**config.mk**
```make
export PLATFORM = sky130hd
export DESIGN_NAME = wiper_stepper
export DESIGN_NICKNAME = d
export VERILOG_FILES = /design/src/rtl/wst_pkg.sv /design/src/rtl/wst_session.sv /design/src/rtl/wst_step_unit.sv /design/src/rtl/wiper_stepper.sv
export SDC_FILE = /design/constraint.sdc
export NUM_CORES = 1
export LEC_CHECK = 0
export BUFFER_PORTS_ARGS = -buffer_cell sky130_fd_sc_hd__buf_2
export CAP_MARGIN = 20
export CORE_AREA = 2 2 42 44
export CTS_CLUSTER_SIZE = 12
export DETAILED_ROUTE_END_ITERATION = 10
export DIE_AREA = 0 0 44 46
export PLACE_DENSITY = 0.82
export SYNTH_ARGS = -nofsm -noshare
export SYNTH_HDL_FRONTEND = slang
export SYNTH_HIERARCHICAL = 1
export SYNTH_SLANG_ARGS = --single-unit
```
**constraint.sdc**
```tcl
create_clock -name clk -period 3.5 [get_ports clk]
set_clock_uncertainty 0.1 [all_clocks]
set_input_delay 0.7 -clock clk [delete_from_list [all_inputs] [get_ports clk]]
set_output_delay 0.7 -clock clk [all_outputs]
set_load 0.01 [all_outputs]
```
**src/rtl/wst_pkg.sv**
```systemverilog
package wst_pkg;
  // Clamped one-tap step; returns the code unchanged at a limit.
  function automatic int clamp_step(input int code, input bit up, input int top);
    int nxt;
    if (up) nxt = (code >= top) ? code : code + 1;
    else    nxt = (code <= 0)   ? code : code - 1;
    return nxt;
  endfunction

  // Width of an index that selects one of n items (at least 1).
  function automatic int idx_w(input int n);
    return (n > 1) ? $clog2(n) : 1;
  endfunction
endpackage

```
**src/rtl/wst_session.sv**
```systemverilog
module wst_session #(
  parameter int SEL_W = 1
) (
  input  logic             clk,
  input  logic             rst_n,
  input  logic             arm_i,
  input  logic [SEL_W-1:0] arm_pot_i,
  input  logic             stop_i,
  output logic             armed_o,
  output logic [SEL_W-1:0] sel_o
);
  logic armed_q;
  logic [SEL_W-1:0] sel_q;

  always_ff @(posedge clk or negedge rst_n) begin
    if (!rst_n) begin
      armed_q <= 1'b0;
      sel_q   <= '0;
    end else if (stop_i) begin
      armed_q <= 1'b0;
    end else if (arm_i) begin
      armed_q <= 1'b1;
      sel_q   <= arm_pot_i;
    end
  end

  assign armed_o = armed_q;
  assign sel_o   = sel_q;

  AST_STOP_DISARMS: assert property (@(posedge clk) disable iff (!rst_n)
    stop_i |=> !armed_o);
  AST_ARM_LATCHES: assert property (@(posedge clk) disable iff (!rst_n)
    (arm_i && !stop_i) |=> (armed_o && sel_o == $past(arm_pot_i)));
  AST_SEL_HELD: assert property (@(posedge clk) disable iff (!rst_n)
    (armed_o && !arm_i) |=> (sel_o == $past(sel_o)));
endmodule

```
**src/rtl/wst_step_unit.sv**
```systemverilog
module wst_step_unit
  import wst_pkg::*;
#(
  parameter int NUM_POTS = 2,
  parameter int CODE_W   = 6,
  parameter int SEL_W    = 1
) (
  input  logic                       clk,
  input  logic                       rst_n,
  input  logic                       fire_i,
  input  logic                       up_i,
  input  logic [SEL_W-1:0]           sel_i,
  input  logic [NUM_POTS*CODE_W-1:0] cur_codes_i,
  output logic [NUM_POTS-1:0]        upd_en_o,
  output logic [CODE_W-1:0]          upd_code_o
);
  localparam int TOP = (1 << CODE_W) - 1;

  logic [CODE_W-1:0] cur_sel;
  logic [CODE_W-1:0] nxt_code;
  logic              moved;

  always_comb begin
    cur_sel = '0;
    for (int i = 0; i < NUM_POTS; i++)
      if (sel_i == SEL_W'(i)) cur_sel = cur_codes_i[i*CODE_W +: CODE_W];
  end

  always_comb begin
    nxt_code = CODE_W'(clamp_step(int'(cur_sel), up_i, TOP));
    moved    = fire_i && (nxt_code != cur_sel);
  end

  generate
    for (genvar g = 0; g < NUM_POTS; g++) begin : g_strobe
      assign upd_en_o[g] = moved && (sel_i == SEL_W'(g));
    end
  endgenerate

  assign upd_code_o = nxt_code;

  AST_ONE_TARGET: assert property (@(posedge clk) disable iff (!rst_n)
    $onehot0(upd_en_o));
  AST_IDLE_QUIET: assert property (@(posedge clk) disable iff (!rst_n)
    !fire_i |-> (upd_en_o == '0));
  AST_UNIT_STEP: assert property (@(posedge clk) disable iff (!rst_n)
    (upd_en_o != '0) |-> (up_i ? (upd_code_o == cur_sel + 1'b1)
                               : (upd_code_o == cur_sel - 1'b1)));
  AST_NO_WRAP: assert property (@(posedge clk) disable iff (!rst_n)
    (fire_i && ((up_i && cur_sel == CODE_W'(TOP)) || (!up_i && cur_sel == '0)))
      |-> (upd_en_o == '0));
endmodule

```
**src/rtl/wiper_stepper.sv**
```systemverilog
module wiper_stepper
  import wst_pkg::*;
#(
  parameter int NUM_POTS = 2,
  parameter int CODE_W   = 6,
  localparam int SEL_W   = idx_w(NUM_POTS)
) (
  input  logic                       clk,
  input  logic                       rst_n,
  input  logic                       arm_i,
  input  logic [SEL_W-1:0]           arm_pot_i,
  input  logic                       stop_i,
  input  logic                       scl_rise_i,
  input  logic                       sda_i,
  input  logic [NUM_POTS*CODE_W-1:0] cur_codes_i,
  output logic [NUM_POTS-1:0]        upd_en_o,
  output logic [CODE_W-1:0]          upd_code_o
);
  logic             armed;
  logic [SEL_W-1:0] sel;
  logic             step_fire;

  wst_session #(.SEL_W(SEL_W)) u_session (
    .clk(clk), .rst_n(rst_n), .arm_i(arm_i), .arm_pot_i(arm_pot_i),
    .stop_i(stop_i), .armed_o(armed), .sel_o(sel)
  );

  assign step_fire = armed && scl_rise_i;

  wst_step_unit #(.NUM_POTS(NUM_POTS), .CODE_W(CODE_W), .SEL_W(SEL_W)) u_step (
    .clk(clk), .rst_n(rst_n), .fire_i(step_fire), .up_i(sda_i), .sel_i(sel),
    .cur_codes_i(cur_codes_i), .upd_en_o(upd_en_o), .upd_code_o(upd_code_o)
  );

  AST_RESET_IDLE: assert property (@(posedge clk) disable iff (!rst_n)
    !armed |-> (upd_en_o == '0));
  AST_LATE_ARM: assert property (@(posedge clk) disable iff (!rst_n)
    $past(stop_i) |-> (upd_en_o == '0));
endmodule

```
Word level (Yosys, flattened, before mapping)
Index checks and enable logic that the tools add are counted.
Widths: inputs -> output; s select.
Storage, ports and cells
  flip-flop bits (word level): 2
  bits of input ports: 19
Operators by class
  magnitude comparators: 2
  multiplexer cells: 6
  reductions and logical operators: 6
  bitwise gates (word level): 2
  eq/ne operators: 1
  add/subtract/negate cells: 2
Operators with widths (number)
  $mux 6: 4
  $add 6x1->6 const B: 1
  $ge 6x6->1 const B: 1
  $le 6x1->1 const B: 1
  $ne 6x6->1: 1
  $sub 6x1->6 const B: 1
  $logic_and 1x1->1: 4
  $mux 1: 2
  $not 1->1: 2
  $reduce_and 2->1: 1
  $reduce_bool 2->1: 1

Depth between registers and ports, before layout
  depth in word-level cells: 7
  mapped depth: 9
  mapped depth without buffers: 7

Cells and area by module
The synthesis kept the hierarchy.
Modules (own cells, without submodules)
  wst_step_unit: cells an instance 69, sequential area each 0.0 um2, area each 603.1 um2, instances 1
  wst_session: cells an instance 6, sequential area each 50.0 um2, area each 86.3 um2, instances 1
  wiper_stepper: cells an instance 1, sequential area each 0.0 um2, area each 6.3 um2, instances 1

Worst setup path before layout
Ideal clock, no wire load.
  path kind: input -> output
  start: in cur_codes_i[7]
  end: out upd_en_o[0]
  setup slack: 449 ps
  path buffers: 0
  cell stages on the path: 7
  arrival: 2251 ps
  cell sequence: mux2i_1 inv_1 ha_1 nand4_1 a22oi_2 mux2_4 nor3b_1
On the way
  word-level cells in the longest chain between the ends: 7
Ends and longest elaborated chain
  start, declared: line wiper_stepper.sv:15  | input logic [NUM_POTS*CODE_W-1:0] cur_codes_i,
  $mux 6 (*): line wst_step_unit.sv:26  | if (sel_i == SEL_W'(i)) cur_sel = cur_codes_i[i*CODE_W +: CODE_W];
  $sub 6x1->6 (tied with other cells): line wst_pkg.sv:6  | else nxt = (code <= 0) ? code : code - 1;
  $mux 6 (on tied branches): line wst_pkg.sv:6, wst_pkg.sv:5
  $mux 6: line wst_pkg.sv:5  | if (up) nxt = (code >= top) ? code : code + 1;
  $ne 6x6->1 (*): line wst_step_unit.sv:31  | moved = fire_i && (nxt_code != cur_sel);
  $logic_and 1x1->1 (*): line wst_step_unit.sv:31
  $logic_and 1x1->1 (*): line wst_step_unit.sv:36  | assign upd_en_o[g] = moved && (sel_i == SEL_W'(g));
  end, declared: line wiper_stepper.sv:16  | output logic [NUM_POTS-1:0] upd_en_o,
Mark *: on every way between the ends. The rest lies on a longest branch, timed or not.

Worst setup path after layout
  start: in cur_codes_i[6]
  end: out upd_code_o[0]
On the way
  word-level cells in the longest chain between the ends: 4
Ends and longest elaborated chain
  $mux 6 (*): line wst_step_unit.sv:26
  $sub 6x1->6 (tied with other cells): line wst_pkg.sv:6
  $mux 6 (on tied branches): line wst_pkg.sv:6, wst_pkg.sv:5
  $mux 6 (*): line wst_pkg.sv:5
  end, declared: line wiper_stepper.sv:17  | output logic [CODE_W-1:0] upd_code_o
Marks and branches as above.

==> flow_summary_export.csv <==
group,metric,value,unit
global_routing,grt_use_total,0.168,
layout,area_growth,21.9,%
pwr,leakage,0.398,nW
cts,max-clock-path-buffers,2,
global_routing,grt_pass1_wl,2.53,mm
yosys,ys_top_cells_by_area,"mux2i_1 8.6%, dfrtp_1 7.2%, mux2_4 6.5%",
worst_setup_path,critPathCaptureType,"output pin",
yosys,netlist.area_leader.share,0.0863,
yosys,async_flop_share,1.00,
worst_setup_path,cp.required,2.70,ns
placed_design,gp_congestion,0.925,
worst_setup_path,max_stage_delay,0.51,ns
yosys,synth_nets,98,
global_routing,overflow,0,
run_status,status,"complete, no violations",
layout,antenna_cells,0,
sta,rsz0062_at_grt,"no",
drt,route.antenna.remaining_nets,0,
global_routing,grt_max_degree,22,
die,die_area,2020,um2
pwr,power_density,271,nW/um2
die,pin_count,27,
worst_setup_path,path_cells,"buf_2 > mux2i_1 > ha_1 > or4b_4 > a2bb2oi_4 > mux2_4 > xnor2_1 > buf_2",
yosys,ys_warn_count,6,
worst_setup_path,reg2reg_depth,2,
yosys,yosysSeqAreaShare,0.0719,
cts,htree_levels,1,
sta,finalWorstSetupSlack,0.161,ns
die,rows,15,
flow_run,cap_viol_max_count,0,
global_routing,antenna_found_initial,0,
worst_setup_path,critPathKind,"input pin to output pin",
sta,setup_tns,0,ns
sta,fmax,0.300,GHz
yosys,syn_inst,76,
cts,path_clk_slew,0.04,ns
yosys,ys_types,46,
sta,slew_viol_final,0,
worst_setup_path,crit_path_frequent_cell,"buf_2",
sta,hold_viol_final,0,
yosys,synthTopCellsByCount,"6 x mux2i_1, 5 x nor2_1, 4 x o21ai_0",
yosys,synthFlopType,"dfrtp_1",
die,core,1610,um2
drt,drtIter0Drc,12,
yosys,synth-seq-cells,2,
drt,dr.pass1.iters,4,
die,initial_utilization,0.431,
sta,relSlewSlack,0.746,
placed_design,dp.cells,117,
hold_path,hp-class,"input pin to asynchronous set/reset pin",
sta,post-route-period-util,0.954,
drt,drt-total-wl,1.72,mm
die,die_y,46,um
layout,drive_gt1_frac,0.456,
yosys,synth_edf_count,0,
sta,tightest_slew,0.371,ns
worst_setup_path,slowest_stage,"or4b_4",
global_routing,first_global_vias,623,
cts,postCtsHoldBufs,0,
placed_design,dp_slack,0.123,ns
placed_design,io_buffers,26,
pwr,power.total,0.230,mW
die,die_w,44,um
layout,fill_cells,149,
yosys,yosysMostFrequentCell,"mux2i_1",
cts,clock_latency,0.22,ns
drt,wire_per_inst,14.3,um
placed_design,hpwl,1.33,mm
worst_setup_path,critPathArrivalTime,2.54,ns
worst_setup_path,cp_max_fo,4,
cts,root_buffer,"clkbuf_4",
drt,viasPerCell,6.13,
layout,layout.nets,127,
yosys,syn_area,696,um2
yosys,syn_area_per_cell,9.15,um2
sta,setup_viol,0,
sta,min_period,3.34,ns
cts,cts-buffers-inserted,3,
drt,vias,735,
yosys,yosys.area.top_type,"mux2i_1",
pwr,vdd_drop_max,0.000152,V
worst_setup_path,crit_path_start_kind,"input pin",
layout,final_cells,120,
cts,cts_sinks,2,
drt,drc,0,
cts,cts_tree,"done",
[layer usage]
metal / track usage / vias up / share of wire
li1: - / 360 / -
met3: 0.0278 / 0 / 0.037
met1: 0.197 / 354 / 0.44
met4: 0.0727 / 0 / 0
met5: 0 / - / 0
met2: 0.300 / 21 / 0.52
[critical path, delay by kind of cell]
kind                     cells  cell delay (ns)
adder cells (fa/ha/maj)      1             0.31
buffers and inverters        2             0.27
AND/OR/NAND/NOR              1             0.51
AO/OA/AOI/OAI                1             0.18
multiplexers                 2             0.47
XOR/XNOR                     1             0.11
[path summary, 6_finish.rpt]
check | slack [ns] | from | endpoint
max | 0.16 | cur_codes_i[6] | upd_code_o[0]
min | 0.15 | rst_n | u_session/sel_o
max reg2reg | 2.35 | u_session/sel_o | u_session/sel_o
min reg2reg | 0.37 | u_session/armed_o | u_session/armed_o
max in group asynchronous | 3.05 | rst_n | u_session/armed_o
min in group clk | 0.37 | u_session/armed_o | u_session/armed_o
[logic make-up after synthesis]
group	synth area share
compound gates	0.270
mux	0.183
fa+ha+maj	0.0540
simple gates	0.333
flops	0.0719
xor+xnor	0.0252
buf+inv	0.0629
[flip-flops by register name (all words and copies together) (netlist names)]
signal / count
u_session/armed_o: 1
u_session/sel_o: 1
[placed cells by master (no fill, tap or decap), types with 2 or more instances in the layout]
master	instances
clkbuf_4	3
dfrtp_1	2
nand2_1	3
o22ai_1	3
a211oi_1	2
buf_2	26
nand3_1	2
xnor2_1	2
mux2_4	3
o21ai_0	4
nor3b_2	2
mux2_2	2
mux2i_1	5
nand4_1	2
and3_1	2
inv_1	3
nor2_1	5
ha_1	3
[layout make-up]
cell class                      count  area, um2  area share
Multi-Input combinational cell     68        606       0.714
Timing Repair Buffer               27        138       0.162
Sequential cell                     2       50.0      0.0590
Clock buffer                        3       22.5      0.0265
Tap cell                           17       21.3      0.0251
Inverter                            3       11.3      0.0133
[report_power, final]
part | leakage [nW] | switching [mW] | internal (mW)
sequential | 0.0242 | 0.00273 | 0.0258
combinational | 0.360 | 0.0767 | 0.0722
clock | 0.0138 | 0.0142 | 0.0380
total | 0.398 | 0.0936 | 0.136
[through the flow]
| stage | hold WS [ns] | area, um2 | utilization |
|---|---|---|---|
| 6_report | 0.149 | 848 | 0.526 |
| 5_1_grt | 0.143 | 848 | 0.526 |
| 4_1_cts | 0.145 | 845 | 0.523 |
| 3_5_place_dp | 0.376 | 822 | 0.509 |
| 3_3_place_gp | 0.371 | 822 | 0.509 |
| 2_1_floorplan | 0.304 | 696 | - |
[repair_timing]
| item | 4_1_cts | 5_1_grt |
|---|---|---|
| setup endpoints to repair | 0 | 1 |
| gates resized for setup | 0 | 1 |
| setup buffers | 0 | 0 |
Power figures use the tool's default switching activity.
